**config.mk**
```make
export PLATFORM = sky130hd
export DESIGN_NAME = cg_chan_gate
export DESIGN_NICKNAME = d
export VERILOG_FILES = /design/src/rtl/cg_pkg.sv /design/src/rtl/cg_chan_state.sv /design/src/rtl/cg_slot_lookup.sv /design/src/rtl/cg_evt_fifo.sv /design/src/rtl/cg_chan_gate.sv
export SDC_FILE = /design/constraint.sdc
export NUM_CORES = 1
export LEC_CHECK = 0
export BUFFER_PORTS_ARGS = -buffer_cell sky130_fd_sc_hd__buf_4
export CELL_PAD_IN_SITES_DETAIL_PLACEMENT = 1
export CELL_PAD_IN_SITES_GLOBAL_PLACEMENT = 1
export CORE_MARGIN = 1.5
export CORE_UTILIZATION = 30
export DETAILED_ROUTE_END_ITERATION = 8
export MAX_ROUTING_LAYER = met4
export PLACE_DENSITY_LB_ADDON = 0.1
export SLEW_MARGIN = 20
export SYNTH_ARGS = -nofsm -noshare
export SYNTH_HDL_FRONTEND = slang
export SYNTH_SLANG_ARGS = --single-unit
```
**constraint.sdc**
```tcl
create_clock -name clk -period 3.6 [get_ports clk]
set_input_delay 0.36 -clock clk [delete_from_list [all_inputs] [get_ports clk]]
set_output_delay 0.36 -clock clk [all_outputs]
set_load 0.005 [all_outputs]
```
**src/rtl/cg_pkg.sv**
```systemverilog
// Package: shared codes for the channel gating controller.
// Assumes: stop kinds fit two bits; direction is a single bit.
package cg_pkg;
    typedef enum logic [1:0] {
        STOP_SUSPEND  = 2'd0,
        STOP_IDLE     = 2'd1,
        STOP_ABORT    = 2'd2,
        STOP_SHUTDOWN = 2'd3
    } stop_kind_e;

    localparam int DIR_TX = 0;
    localparam int DIR_RX = 1;
    localparam int NUM_DIR = 2;
    localparam int KIND_W = 2;
endpackage

```
**src/rtl/cg_chan_state.sv**
```systemverilog
// Module: per-channel liveness bits for one direction.
// A request (activation or jump) sets a bit; a stop clears it; stop wins.
// Assumes: request and stop vectors are one cycle wide pulses or levels.
module cg_chan_state #(
    parameter int NUM_CH = 8
) (
    input  logic              clk,
    input  logic              rst_n,
    input  logic [NUM_CH-1:0] act_req,
    input  logic [NUM_CH-1:0] jmp_req,
    input  logic [NUM_CH-1:0] stop_vec,
    output logic [NUM_CH-1:0] active
);
    logic [NUM_CH-1:0] wake;

    // Any service request kind wakes a channel.
    always_comb wake = act_req | jmp_req;

    // Liveness update: stop has priority over wake in the same cycle.
    always_ff @(posedge clk) begin
        if (!rst_n) active <= '0;
        else        active <= (active | wake) & ~stop_vec;
    end

    // a stopped channel is inactive the cycle after.
    a_r7_stop_wins: assert property (@(posedge clk) disable iff (!rst_n)
        (stop_vec != '0) |=> ((active & $past(stop_vec)) == '0));

    // no channel comes alive without a request.
    a_r6_no_self_wake: assert property (@(posedge clk) disable iff (!rst_n)
        1'b1 |=> ((active & ~$past(active) & ~$past(wake)) == '0));
endmodule

```
**src/rtl/cg_slot_lookup.sv**
```systemverilog
// Module: combinational slot-to-channel lookup for one direction.
// Gives the channel owning the slot and whether that slot is live
// (mapped and its channel active). Assumes slot_idx < NUM_SLOTS.
module cg_slot_lookup #(
    parameter int NUM_CH    = 8,
    parameter int NUM_SLOTS = 32,
    localparam int CH_W     = $clog2(NUM_CH),
    localparam int SLOT_W   = $clog2(NUM_SLOTS)
) (
    input  logic [SLOT_W-1:0]         slot_idx,
    input  logic [NUM_SLOTS-1:0]      map_vld,
    input  logic [NUM_SLOTS*CH_W-1:0] map_ch,
    input  logic [NUM_CH-1:0]         active,
    output logic                      live,
    output logic [CH_W-1:0]           ch
);
    // Select the slot's channel field and qualify by map and liveness.
    always_comb begin
        ch   = map_ch[int'(slot_idx)*CH_W +: CH_W];
        live = map_vld[slot_idx] & active[ch];
    end
endmodule

```
**src/rtl/cg_evt_fifo.sv**
```systemverilog
// Module: small event record queue with sticky overflow.
// A push while full is dropped and sets ovf; ovf clears only on ovf_clr
// (a drop in the same cycle keeps it set). Assumes DEPTH >= 2.
module cg_evt_fifo #(
    parameter int W     = 8,
    parameter int DEPTH = 4,
    localparam int PTR_W = $clog2(DEPTH),
    localparam int CNT_W = $clog2(DEPTH + 1)
) (
    input  logic         clk,
    input  logic         rst_n,
    input  logic         push,
    input  logic [W-1:0] push_data,
    input  logic         pop,
    input  logic         ovf_clr,
    output logic         head_vld,
    output logic [W-1:0] head_data,
    output logic         ovf
);
    logic [W-1:0]     mem [DEPTH];
    logic [PTR_W-1:0] wr_ptr, rd_ptr;
    logic [CNT_W-1:0] cnt;
    logic             full, do_push, do_pop;

    function automatic logic [PTR_W-1:0] ptr_next(input logic [PTR_W-1:0] p);
        return (p == PTR_W'(DEPTH - 1)) ? '0 : p + 1'b1;
    endfunction

    // Accept/remove qualification against occupancy.
    always_comb begin
        full     = (cnt == CNT_W'(DEPTH));
        do_push  = push && !full;
        do_pop   = pop && (cnt != '0);
        head_vld = (cnt != '0);
        head_data = mem[rd_ptr];
    end

    // Storage write; no reset needed for the data array.
    always_ff @(posedge clk) begin
        if (do_push) mem[wr_ptr] <= push_data;
    end

    // Pointer, count and overflow flag maintenance.
    always_ff @(posedge clk) begin
        if (!rst_n) begin
            wr_ptr <= '0;
            rd_ptr <= '0;
            cnt    <= '0;
            ovf    <= 1'b0;
        end else begin
            if (do_push) wr_ptr <= ptr_next(wr_ptr);
            if (do_pop)  rd_ptr <= ptr_next(rd_ptr);
            case ({do_push, do_pop})
                2'b10:   cnt <= cnt + 1'b1;
                2'b01:   cnt <= cnt - 1'b1;
                default: cnt <= cnt;
            endcase
            if (push && full) ovf <= 1'b1;
            else if (ovf_clr) ovf <= 1'b0;
        end
    end

    a_r10_drop_sets_ovf: assert property (@(posedge clk) disable iff (!rst_n)
        (push && full) |=> ovf);
    a_r10_clear_ovf: assert property (@(posedge clk) disable iff (!rst_n)
        (ovf_clr && !(push && full)) |=> !ovf);
    a_r10_no_overfill: assert property (@(posedge clk) disable iff (!rst_n)
        cnt <= CNT_W'(DEPTH));
endmodule

```
**src/rtl/cg_chan_gate.sv**
```systemverilog
// Module: top of the channel gating controller.
// Per direction: liveness bits and a slot lookup (generated). On each
// slot strobe the tx/rx decisions are registered together. Stop events
// are decoded into per-direction clear vectors and, unless masked,
// queued as records. Assumes one stop event per cycle at most.
module cg_chan_gate
    import cg_pkg::*;
#(
    parameter int NUM_CH    = 8,
    parameter int NUM_SLOTS = 32,
    parameter int GRP_W     = 2,
    parameter int EVT_DEPTH = 4,
    localparam int CH_W     = $clog2(NUM_CH),
    localparam int SLOT_W   = $clog2(NUM_SLOTS)
) (
    input  logic                      clk,
    input  logic                      rst_n,
    input  logic [GRP_W-1:0]          grp_id,
    input  logic                      grp_tx_en,
    input  logic                      grp_rx_en,
    input  logic                      grp_dead_hiz,
    input  logic [NUM_SLOTS-1:0]      tx_map_vld,
    input  logic [NUM_SLOTS*CH_W-1:0] tx_map_ch,
    input  logic [NUM_SLOTS-1:0]      rx_map_vld,
    input  logic [NUM_SLOTS*CH_W-1:0] rx_map_ch,
    input  logic                      slot_stb,
    input  logic [SLOT_W-1:0]         slot_idx,
    input  logic [NUM_CH-1:0]         tx_act_req,
    input  logic [NUM_CH-1:0]         tx_jmp_req,
    input  logic [NUM_CH-1:0]         rx_act_req,
    input  logic [NUM_CH-1:0]         rx_jmp_req,
    input  logic                      stop_vld,
    input  logic                      stop_dir,
    input  logic [CH_W-1:0]           stop_ch,
    input  logic [1:0]                stop_kind,
    input  logic [3:0]                evt_mask,
    input  logic                      evt_pop,
    input  logic                      evt_ovf_clr,
    output logic                      tx_data_req,
    output logic [CH_W-1:0]           tx_req_ch,
    output logic                      tx_oe,
    output logic                      tx_force_one,
    output logic                      rx_accept,
    output logic [CH_W-1:0]           rx_acc_ch,
    output logic                      evt_vld,
    output logic [1:0]                evt_kind,
    output logic                      evt_dir,
    output logic [CH_W-1:0]           evt_ch,
    output logic [GRP_W-1:0]          evt_grp,
    output logic                      evt_ovf
);
    localparam int REC_W = KIND_W + 1 + CH_W + GRP_W;

    logic [NUM_DIR-1:0][NUM_CH-1:0]         act_all, jmp_all, stop_all, active_all;
    logic [NUM_DIR-1:0][NUM_SLOTS-1:0]      vld_all;
    logic [NUM_DIR-1:0][NUM_SLOTS*CH_W-1:0] chmap_all;
    logic [NUM_DIR-1:0]                     live_all;
    logic [NUM_DIR-1:0][CH_W-1:0]           ch_all;
    logic                                   rec_push;
    logic [REC_W-1:0]                       rec_in, rec_head;

    // Gather per-direction inputs into direction-indexed arrays.
    always_comb begin
        act_all[DIR_TX]   = tx_act_req;
        act_all[DIR_RX]   = rx_act_req;
        jmp_all[DIR_TX]   = tx_jmp_req;
        jmp_all[DIR_RX]   = rx_jmp_req;
        vld_all[DIR_TX]   = tx_map_vld;
        vld_all[DIR_RX]   = rx_map_vld;
        chmap_all[DIR_TX] = tx_map_ch;
        chmap_all[DIR_RX] = rx_map_ch;
    end

    for (genvar d = 0; d < NUM_DIR; d++) begin : g_dir
        // Decode the stop event into a one-hot clear for this direction.
        always_comb begin
            stop_all[d] = (stop_vld && (stop_dir == 1'(d)))
                        ? (NUM_CH'(1) << stop_ch) : '0;
        end

        cg_chan_state #(.NUM_CH(NUM_CH)) u_state (
            .clk      (clk),
            .rst_n    (rst_n),
            .act_req  (act_all[d]),
            .jmp_req  (jmp_all[d]),
            .stop_vec (stop_all[d]),
            .active   (active_all[d])
        );

        cg_slot_lookup #(.NUM_CH(NUM_CH), .NUM_SLOTS(NUM_SLOTS)) u_lookup (
            .slot_idx (slot_idx),
            .map_vld  (vld_all[d]),
            .map_ch   (chmap_all[d]),
            .active   (active_all[d]),
            .live     (live_all[d]),
            .ch       (ch_all[d])
        );
    end

    // Register all per-slot decisions together at the slot strobe.
    always_ff @(posedge clk) begin
        if (!rst_n) begin
            tx_data_req  <= 1'b0;
            tx_req_ch    <= '0;
            tx_oe        <= 1'b0;
            tx_force_one <= 1'b0;
            rx_accept    <= 1'b0;
            rx_acc_ch    <= '0;
        end else if (slot_stb) begin
            tx_data_req  <= grp_tx_en && live_all[DIR_TX];
            tx_req_ch    <= ch_all[DIR_TX];
            tx_oe        <= grp_tx_en && (live_all[DIR_TX] || !grp_dead_hiz);
            tx_force_one <= grp_tx_en && !live_all[DIR_TX] && !grp_dead_hiz;
            rx_accept    <= grp_rx_en && live_all[DIR_RX];
            rx_acc_ch    <= ch_all[DIR_RX];
        end
    end

    // Build the event record for unmasked stop kinds.
    always_comb begin
        rec_push = stop_vld && !evt_mask[stop_kind];
        rec_in   = {stop_kind, stop_dir, stop_ch, grp_id};
    end

    cg_evt_fifo #(.W(REC_W), .DEPTH(EVT_DEPTH)) u_evtq (
        .clk       (clk),
        .rst_n     (rst_n),
        .push      (rec_push),
        .push_data (rec_in),
        .pop       (evt_pop),
        .ovf_clr   (evt_ovf_clr),
        .head_vld  (evt_vld),
        .head_data (rec_head),
        .ovf       (evt_ovf)
    );

    // Split the head record into its fields.
    always_comb begin
        evt_kind = rec_head[REC_W-1 -: KIND_W];
        evt_dir  = rec_head[CH_W + GRP_W];
        evt_ch   = rec_head[GRP_W +: CH_W];
        evt_grp  = rec_head[GRP_W-1:0];
    end

    a_r2_float_when_off: assert property (@(posedge clk) disable iff (!rst_n)
        (slot_stb && !grp_tx_en) |=> (!tx_oe && !tx_data_req));
    a_r3_ones_only_when_driving: assert property (@(posedge clk) disable iff (!rst_n)
        tx_force_one |-> (tx_oe && !tx_data_req));
    a_r4_rx_off_discards: assert property (@(posedge clk) disable iff (!rst_n)
        (slot_stb && !grp_rx_en) |=> !rx_accept);
    a_r11_hold_between: assert property (@(posedge clk) disable iff (!rst_n)
        !slot_stb |=> ($stable(tx_data_req) && $stable(tx_oe) &&
                       $stable(tx_force_one) && $stable(rx_accept)));
endmodule

```
==> impl_metrics.json <==
{
  "status": "completed",
  "final_common_cell": "buf_4",
  "grt_pass1_vias": 5239,
  "tightestPinTransition_ns": 0.625,
  "fmax_mhz": 345,
  "cts_buffers": 9,
  "first_iter_violations": 170,
  "nets": 985,
  "slew_headroom": 0.583,
  "critPathArrivalTime_ns": 3.12,
  "fp-row-count": 46,
  "rsz0062_at_grt": "false",
  "instances_no_fill": 886,
  "postCtsSetupBuffers": 0,
  "clock_latency_ns": 0.33,
  "start_kind": "primary input",
  "num_io_pins": 334,
  "num_vias": 4590,
  "h-tree-depth": 3,
  "critical_path_class": "primary input to flop",
  "p_per_area_mw_per_mm2": 349,
  "required_ns": 3.82,
  "routed_wl_um": 19600,
  "clkSinkCount": 68,
  "grt_use_total": 0.233,
  "postSynthCellCount": 345,
  "synth_edf_count": 32,
  "maxCapViolations": 0,
  "crit_start": "slot_idx[0]",
  "clock-root-buffer": "clkbuf_16",
  "grt_busiest_layer": "met2",
  "setup_violations": 0,
  "place_area_sq_mm": 0.00754,
  "final_area_sq_mm": 0.00785,
  "syn2layout_area_growth_pct": 60.8,
  "port_buffers": 333,
  "synthFlopType": "dfxtp_1",
  "crit_fanout": 35,
  "yosysSeqAreaShare": 0.344,
  "period_needed_ns": 2.90,
  "fin_skew_ns": 0.00651,
  "cts_max_path_buffers": 2,
  "yosysTopAreaCell": "mux4_2",
  "hold_path.class": "primary input to flop",
  "layout-drive-gt1-share": 0.662,
  "holdBufCountCts": 0,
  "layout_common_cells": "335 x buf_4, 80 x mux4_2, 36 x dfxtp_1",
  "synthArstFlopShare": 0,
  "ant_nets": 0,
  "syn-num-nets": 666,
  "drv_slew": 0,
  "hold_start": "grp_id[1]",
  "p_leak_nw": 3.40,
  "grtUsageMet1": 0.241,
  "wl_per_cell_um": 22.1,
  "fill_cells": 1760,
  "die_y_um": 131,
  "gr-usage-met2": 0.441,
  "multi_input_area_sq_mm": 0.00301,
  "design.core.area_sq_mm": 0.0159,
  "firstDrtPassIters": 4,
  "post-route-period-util": 0.805,
  "irDropWorstVdd_mv": 0.238,
  "dieArea_sq_mm": 0.0171,
  "grt_pass1_wl_um": 28300,
  "place_congestion": 0.835,
  "yosysTopAreaCellShare": 0.369,
  "cts_tree": "built",
  "syn_area_per_cell_sq_um": 14.2,
  "grt_use_met3": 0.0509,
  "hold_viol": 0,
  "clk_pin_slew_worst_paths_ns": 0.06,
  "synth-seq-cells": 68,
  "synth_area_sq_mm": 0.00488,
  "overflow": 0,
  "yosysWarnings": 0,
  "reg2reg_from": "u_evtq.cnt[0]",
  "regArea_sq_mm": 0.00168,
  "setup_tns_ns": 0,
  "start_util": 0.307,
  "antenna_found_initial": 1,
  "grt_max_degree": 39,
  "worst_slack_ns": 0.701,
  "drc_errors": 0,
  "cts_resized": 0,
  "place_ws_ns": 0.283,
  "hpwlAfterDp_um": 16600,
  "viasPerCell": 5.18,
  "dp.cells": 869,
  "synth_area_leaders": "mux4_2 37%, edfxtp_1 20%, dfxtp_1 15%, mux2i_1 3.7%, o31ai_1 2.6%",
  "die_x_um": 131,
  "crit_path_end_kind": "flop",
  "synth.distinct_cells": 44
}
-- cell type report --
class	count	share of cell area
clock buffers	9	0.0287
well taps	216	0.0344
flip-flops and latches	68	0.214
diodes	1	0.000319
clock inverters	7	0.0102
inverters	8	0.00382
repair buffers	337	0.325
multi-input cells	240	0.383
-- critical path: stages --
cell      delay (ns)
buf_4           0.40
buf_12          0.31
nor2b_1         0.33
a22oi_1         0.15
and3_1          0.23
nor3_4          0.33
mux2_2          0.38
o31ai_1         0.23
a211oi_2        0.10
a41o_1          0.27
-- final timing paths --
check / end / slack, ns / cells past startpoint
min reg2reg: tx_req_ch[0] / 0.48 / 1
min: u_evtq.mem[0][1] / 0.23 / 1
max: tx_oe / 0.70 / 10
max reg2reg: u_evtq.cnt[2] / 1.42 / 9
-- stage by stage --
step	power (mW)	util	hold slack, ns
floorplan	1.41	-	0.459
global placement	1.85	0.475	0.468
detailed placement	1.88	0.475	0.474
CTS	2.77	0.494	0.224
global route	2.88	0.494	0.225
finish	2.74	0.494	0.233
-- sequential cells by signal, indices dropped and copies added (netlist names), named ones only --
signal                flops
tx_force_one              1
u_evtq.ovf                1
rx_accept                 1
tx_req_ch                 3
tx_oe                     1
u_evtq.mem               32
g_dir.u_state.active     16
tx_data_req               1
u_evtq.rd_ptr             2
u_evtq.cnt                3
rx_acc_ch                 3
u_evtq.wr_ptr             2
-- cell families (layout without fill, tap and decap cells) --
group / count (synthesis) / after routing / synth area share
AOI/OAI and AO/OA: 63 / 63 / 0.0904
buffers and inverters: 37 / 361 / 0.0397
other: 0 / 1 / 0
and+or+nand+nor: 61 / 61 / 0.0712
DFF: 68 / 68 / 0.344
adders and majority gates: 7 / 7 / 0.0195
muxes: 107 / 107 / 0.431
xor gates and xnor gates: 2 / 2 / 0.00359
-- where the power goes --
group	switching [mW]	leakage, nW	internal [mW]
registers	0.0642	0.589	0.874
clock network	0.347	0.143	0.545
logic	0.337	2.67	0.575
total	0.749	3.40	1.99
-- cell usage after synthesis, drive strengths merged, types with 3 or more instances --
library cell and count:
o22ai 3, mux2 5, o21ai 3, clkbuf 10, buf 19, nor3 3
dfxtp 36, nor2 4, inv 8, nand2 17, a21oi 17, mux4 81
a2111oi 4, nand3 4, and2 7, o31ai 17, mux2i 21, ha 6
nor2b 11, o211a 6, a31oi 6, edfxtp 32
-- layer usage --
layer	vias up	wire length (um)
li1	2085	-
met1	2275	6920
met2	203	10800
met3	27	1310
met4	0	548
met5	-	0
Note: power is estimated with default switching activity, not from simulation.
